--- config.mk ---
export PLATFORM = sky130hd
export DESIGN_NAME = shadow_router
export DESIGN_NICKNAME = d
export VERILOG_FILES = /design/src/rtl/shadow_pkg.sv /design/src/rtl/shadow_attr_bank.sv /design/src/rtl/shadow_decode.sv /design/src/rtl/shadow_route_stage.sv /design/src/rtl/shadow_router.sv
export SDC_FILE = /design/constraint.sdc
export NUM_CORES = 1
export LEC_CHECK = 0
export ABC_AREA = 1
export CELL_PAD_IN_SITES_DETAIL_PLACEMENT = 1
export CELL_PAD_IN_SITES_GLOBAL_PLACEMENT = 1
export CORE_MARGIN = 2
export CORE_UTILIZATION = 47
export DETAILED_ROUTE_END_ITERATION = 10
export DONT_BUFFER_PORTS = 1
export GPL_ROUTABILITY_DRIVEN = 0
export PLACE_DENSITY_LB_ADDON = 0.1
export SLEW_MARGIN = 10
export SYNTH_ARGS = -nofsm -noshare
export SYNTH_HDL_FRONTEND = slang
export SYNTH_HIERARCHICAL = 1
export SYNTH_SLANG_ARGS = --single-unit
--- constraint.sdc ---
create_clock -name clk -period 2.4 [get_ports clk]
set_clock_uncertainty 0.1 [all_clocks]
set_input_delay 0.72 -clock clk [delete_from_list [all_inputs] [get_ports clk]]
set_output_delay 0.72 -clock clk [all_outputs]
set_load 0.05 [all_outputs]
--- src/rtl/shadow_pkg.sv ---
package shadow_pkg;
  typedef enum logic {
    TGT_ROM  = 1'b0,
    TGT_DRAM = 1'b1
  } target_e;

  // one segment attribute; bit order is the write-port encoding
  typedef struct packed {
    logic wr_dram;
    logic rd_dram;
  } seg_attr_t;

  localparam int ATTR_W = $bits(seg_attr_t);
endpackage

--- src/rtl/shadow_attr_bank.sv ---
module shadow_attr_bank
  import shadow_pkg::*;
#(
  parameter int SEG_COUNT = 8,
  localparam int IDX_W = (SEG_COUNT > 1) ? $clog2(SEG_COUNT) : 1
) (
  input  logic                        clk,
  input  logic                        rst_n,
  input  logic                        wr_en,
  input  logic [IDX_W-1:0]            wr_idx,
  input  seg_attr_t                   wr_val,
  output logic [SEG_COUNT*ATTR_W-1:0] attr_flat
);
  for (genvar g = 0; g < SEG_COUNT; g++) begin : g_seg
    seg_attr_t attr_q;
    always_ff @(posedge clk or negedge rst_n) begin
      if (!rst_n) begin
        attr_q <= '0;
      end else if (wr_en && (wr_idx == IDX_W'(g))) begin
        attr_q <= wr_val;
      end
    end
    assign attr_flat[g*ATTR_W +: ATTR_W] = attr_q;
  end
endmodule

--- src/rtl/shadow_decode.sv ---
module shadow_decode
  import shadow_pkg::*;
#(
  parameter int          ADDR_W    = 20,
  parameter int          SEG_COUNT = 8,
  parameter int          SEG_LOG2  = 14,
  parameter logic [ADDR_W-1:0] WIN_BASE = 20'hC0000,
  localparam int IDX_W = (SEG_COUNT > 1) ? $clog2(SEG_COUNT) : 1
) (
  input  logic [ADDR_W-1:0]           addr,
  input  logic                        is_write,
  input  logic [SEG_COUNT*ATTR_W-1:0] attr_flat,
  output target_e                     target
);
  localparam logic [ADDR_W:0] WIN_LO = {1'b0, WIN_BASE};
  localparam logic [ADDR_W:0] WIN_HI = WIN_LO + ((ADDR_W+1)'(SEG_COUNT) << SEG_LOG2);

  logic [ADDR_W:0]   addr_ext;
  logic [ADDR_W:0]   offset;
  logic              in_window;
  logic [IDX_W-1:0]  seg_idx;
  seg_attr_t         seg_attr;

  always_comb begin
    addr_ext  = {1'b0, addr};
    offset    = addr_ext - WIN_LO;
    in_window = (addr_ext >= WIN_LO) && (addr_ext < WIN_HI);
    seg_idx   = offset[SEG_LOG2 +: IDX_W];
    seg_attr  = attr_flat[seg_idx*ATTR_W +: ATTR_W];
    if (!in_window) begin
      target = TGT_DRAM;
    end else if (is_write) begin
      target = seg_attr.wr_dram ? TGT_DRAM : TGT_ROM;
    end else begin
      target = seg_attr.rd_dram ? TGT_DRAM : TGT_ROM;
    end
  end
endmodule

--- src/rtl/shadow_route_stage.sv ---
module shadow_route_stage
  import shadow_pkg::*;
#(
  parameter int ADDR_W = 20
) (
  input  logic              clk,
  input  logic              rst_n,
  input  logic              in_valid,
  output logic              in_ready,
  input  logic [ADDR_W-1:0] in_addr,
  input  logic              in_write,
  input  target_e           in_target,
  output logic              out_valid,
  input  logic              out_ready,
  output logic [ADDR_W-1:0] out_addr,
  output logic              out_write,
  output target_e           out_target
);
  logic load;

  assign in_ready = !out_valid || out_ready;
  assign load     = in_valid && in_ready;

  always_ff @(posedge clk or negedge rst_n) begin
    if (!rst_n) begin
      out_valid  <= 1'b0;
      out_addr   <= '0;
      out_write  <= 1'b0;
      out_target <= TGT_ROM;
    end else begin
      if (load) begin
        out_valid  <= 1'b1;
        out_addr   <= in_addr;
        out_write  <= in_write;
        out_target <= in_target;
      end else if (out_ready) begin
        out_valid  <= 1'b0;
      end
    end
  end
endmodule

--- src/rtl/shadow_router.sv ---
module shadow_router
  import shadow_pkg::*;
#(
  parameter int          ADDR_W    = 20,
  parameter int          SEG_COUNT = 8,
  parameter int          SEG_LOG2  = 14,
  parameter logic [ADDR_W-1:0] WIN_BASE = 20'hC0000,
  localparam int IDX_W = (SEG_COUNT > 1) ? $clog2(SEG_COUNT) : 1
) (
  input  logic              clk,
  input  logic              rst_n,
  input  logic              req_valid,
  output logic              req_ready,
  input  logic [ADDR_W-1:0] req_addr,
  input  logic              req_write,
  output logic              rt_valid,
  input  logic              rt_ready,
  output logic [ADDR_W-1:0] rt_addr,
  output logic              rt_write,
  output logic              rt_dram,
  input  logic              attr_we,
  input  logic [IDX_W-1:0]  attr_idx,
  input  logic [ATTR_W-1:0] attr_val
);
  logic [SEG_COUNT*ATTR_W-1:0] attr_flat;
  target_e                     req_target;
  target_e                     rt_target;

  shadow_attr_bank #(.SEG_COUNT(SEG_COUNT)) u_bank (
    .clk       (clk),
    .rst_n     (rst_n),
    .wr_en     (attr_we),
    .wr_idx    (attr_idx),
    .wr_val    (seg_attr_t'(attr_val)),
    .attr_flat (attr_flat)
  );

  shadow_decode #(
    .ADDR_W    (ADDR_W),
    .SEG_COUNT (SEG_COUNT),
    .SEG_LOG2  (SEG_LOG2),
    .WIN_BASE  (WIN_BASE)
  ) u_decode (
    .addr      (req_addr),
    .is_write  (req_write),
    .attr_flat (attr_flat),
    .target    (req_target)
  );

  shadow_route_stage #(.ADDR_W(ADDR_W)) u_stage (
    .clk        (clk),
    .rst_n      (rst_n),
    .in_valid   (req_valid),
    .in_ready   (req_ready),
    .in_addr    (req_addr),
    .in_write   (req_write),
    .in_target  (req_target),
    .out_valid  (rt_valid),
    .out_ready  (rt_ready),
    .out_addr   (rt_addr),
    .out_write  (rt_write),
    .out_target (rt_target)
  );

  assign rt_dram = (rt_target == TGT_DRAM);
endmodule

==> impl_results.md <==
* Area contributors post-synth: dfrtp_1 (53%), nand2_1 (25%), nand3_1 (11%)
* Max Clock Freq at ~540 MHz
* CP Class: primary input to output port
* 1st-iter DRT viols at 49
* R2R cell count at 4
* M1 wire length at about 1800 µm
* Post-Route WL at 4510 µm
* Internal power at around 1.0 mW
* Top-level I/O count at between 50 and 60
* DP Worst Slack at 0.536 ns
* Cell count along the critical path at 2
* Post CTS Setup Buffer Count at 0
* Crit-path leading delay family: simple AND/OR/NAND/NOR gates
* Root buf cell: clkbuf_8
* Slowest cell delay on critical path at about 0.28 ns
* Sequential share of the synthesized area at around 53%
* Number of diodes at 0
* Setup TNS at 0 ns
* Synthesized net count at roughly 270
* Share of cells above drive strength 1 at 10.3%
* Status: finished clean
* CP Launch Point: rt_ready
* Met2 WL post-DR at 2300 µm
* Setup ws final at 0.542 ns
* Antenna violations before repair at 0
* Fin util at between 50% and 60%
* Final Critical Period at 1.86 ns
* Placed inst area at roughly 0.0019 mm²
* Port-buffer cells at 0
* Yosys warns at 6
* Die X at between 60 and 70 µm
* Worst-skew pair later-pin latency at 0.28 ns
* # fillers at 494
* DRT Pass-1 Iters at 4
* Gr ovfl total at 0
* Fin cells at 290
* RSZ-0062 raised after global routing: no
* Seq pwr share at about three fifths
* Tot Pwr at between 1.5 and 2 mW
* Arrival @ worst endpoint at between 1 and 1.5 ns
* Max layer used: met4
* Synth Cell Area at around 0.0019 mm²
* Pwr/cell area at roughly 850 mW/mm²
* Hold_buf cts at 0
* # resized after CTS at 0
* Clock power frac at 25.8%
* Startpoint types: primary input
* Leak at ~1.1 nW
* Sw Ratio at approximately 37%
* Final net count at 272
* DPL Wire Length at 3450 µm
* Core box area at 0.00372 mm²
* Post-synth top area share at between 50% and 60%
* Fin crit share at 77.4%
* Max stage delay cell, worst path: nand2_2
* Slew margin rel. at 66.0%
* # rows at 22
* FF-to-FF End: u_stage/out_addr[18]$_DFFE_PN0P_
* Reg2reg setup slack at ~0.9 ns
* Critical Path RT at ~1.6 ns
* CTS tree: yes
* Pin count of the biggest net entering global routing at 40
* Critical path peak fanout at 6
* Worst Hold Slack at 0.0206 ns
* Metal3 WL at between 300 and 400 µm
* Crit-path cells: inv_1 > nand2_2
* Worst setup path endpoint: req_ready
* Setup violators final at 0
* Vias in the first global route at 1664
* Placed Cells at 282
* Starting Density at roughly 50%
* Final Instance Area at slightly below 0.002 mm²
* Die Ht at 66.7 µm
* Synth Register Bits at 39
* First-pass GRT wire length at 7270 µm
* Clock Sinks at 39
* Die area at around 0.0045 mm²
* Unique masters post-synth at 14
* Syn avg cell area at 7.68 µm²
* Syn Inst Count at around 240
* Final hold violation count at 0
* Critical Path Sink Type: output port
* Via density per instance at 5.25
* GRT Overall Usage at 22.1%
* Area added between synthesis and finish at 5.21%
* Maxcap violations at 0
* Vias at approximately 1500
* Maximum root-to-sink buffer count at 2
* Hold crit path type: primary input to asynchronous set/reset pin
* DRC viols at 0
* Fin. max-slew vios at 0
* WP buf/inv at 1
* Clk pin slew, worst setup/hold paths at ~0.080 ns
* H-tree levels at 2
* RR Startpoint: u_stage/out_valid$_DFFE_PN0P_
* Number of CTS-inserted buffers at 5
* Pin slew with the least headroom to its limit at between 0.5 and 0.6 ns
* Largest area contributor in the netlist: dfrtp_1
* Routed wire length per instance at 15.5 µm
* Peak supply drop at 0.000447 V
* Comb power frac at 13.1%
* DRT antenna net count at 0
* Sw Pwr at 0.618 mW
-- worst min-delay path by stage --
stage,from,endpoint
2_1_floorplan,rst_n,u_bank/attr_flat[0]$_DFFE_PN0P_
3_3_place_gp,rst_n,u_bank/attr_flat[14]$_DFFE_PN0P_
3_5_place_dp,rst_n,u_bank/attr_flat[15]$_DFFE_PN0P_
4_1_cts,rst_n,u_stage/out_addr[14]$_DFFE_PN0P_
5_1_grt,rst_n,u_stage/out_addr[19]$_DFFE_PN0P_
6_report,rst_n,u_bank/attr_flat[9]$_DFFE_PN0P_
-- placed cells by master (no fill, tap or decap), drive strengths merged --
cell type,count
inv,18
clkbuf,6
nand2,125
buf,2
nand3b,1
dfrtp,39
clkinvlp,1
nand3,40
clkinv,1
nor2,9
-- cell usage after synthesis --
library cell / instances
inv_2: 7
clkbuf_2: 2
inv_8: 1
buf_2: 4
nand3_1: 40
buf_6: 3
nor2_1: 5
nand3b_1: 1
nor2_4: 1
nand2_2: 4
dfrtp_1: 39
nand2_1: 121
nor2_2: 3
inv_1: 10
-- layer usage --
metal | up-vias | global-route usage, %
met2 | 40 | 38.1
met4 | 0 | 8.16
met3 | 8 | 7.43
met1 | 730 | 25.4
li1 | 744 | -
met5 | - | 0
-- cells by family (layout without fill, tap and decap cells) --
kind of cell           count (synthesis)  in the layout  synth area share (%)
AND/OR/NAND/NOR                      175            175                  39.8
flip-flops                            39             39                  52.7
buffers and inverters                 27             28                  7.51
-- sequential cells by signal, summed over array words and instances (netlist names) --
signal              cells
u_bank/attr_flat       16
u_stage/out_addr       20
u_stage/out_write       1
u_stage/out_valid       1
u_stage/out_target      1
-- cell type report --
cell class                      instances  area [µm²]  share of cell area (%)
Inverter                               18        75.1                    3.86
Clock inverter                          2        12.5                   0.643
Tap cell                               48        60.1                    3.08
Clock buffer                            6        72.6                    3.73
Multi-Input combinational cell        175         736                    37.8
Sequential cell                        39         976                    50.1
Timing Repair Buffer                    2        15.0                   0.771
-- power groups by stage --
stage	sequential [mW]	clock (mW)	combinational, mW
final	1.01	0.428	0.218
after global routing	1.03	0.468	0.256
after CTS	1.02	0.438	0.220
after detailed placement	1.03	0	0.218
after global placement	1.02	0	0.200
after floorplan	1.01	0	0.183
Note: power is estimated with default switching activity, not from simulation.
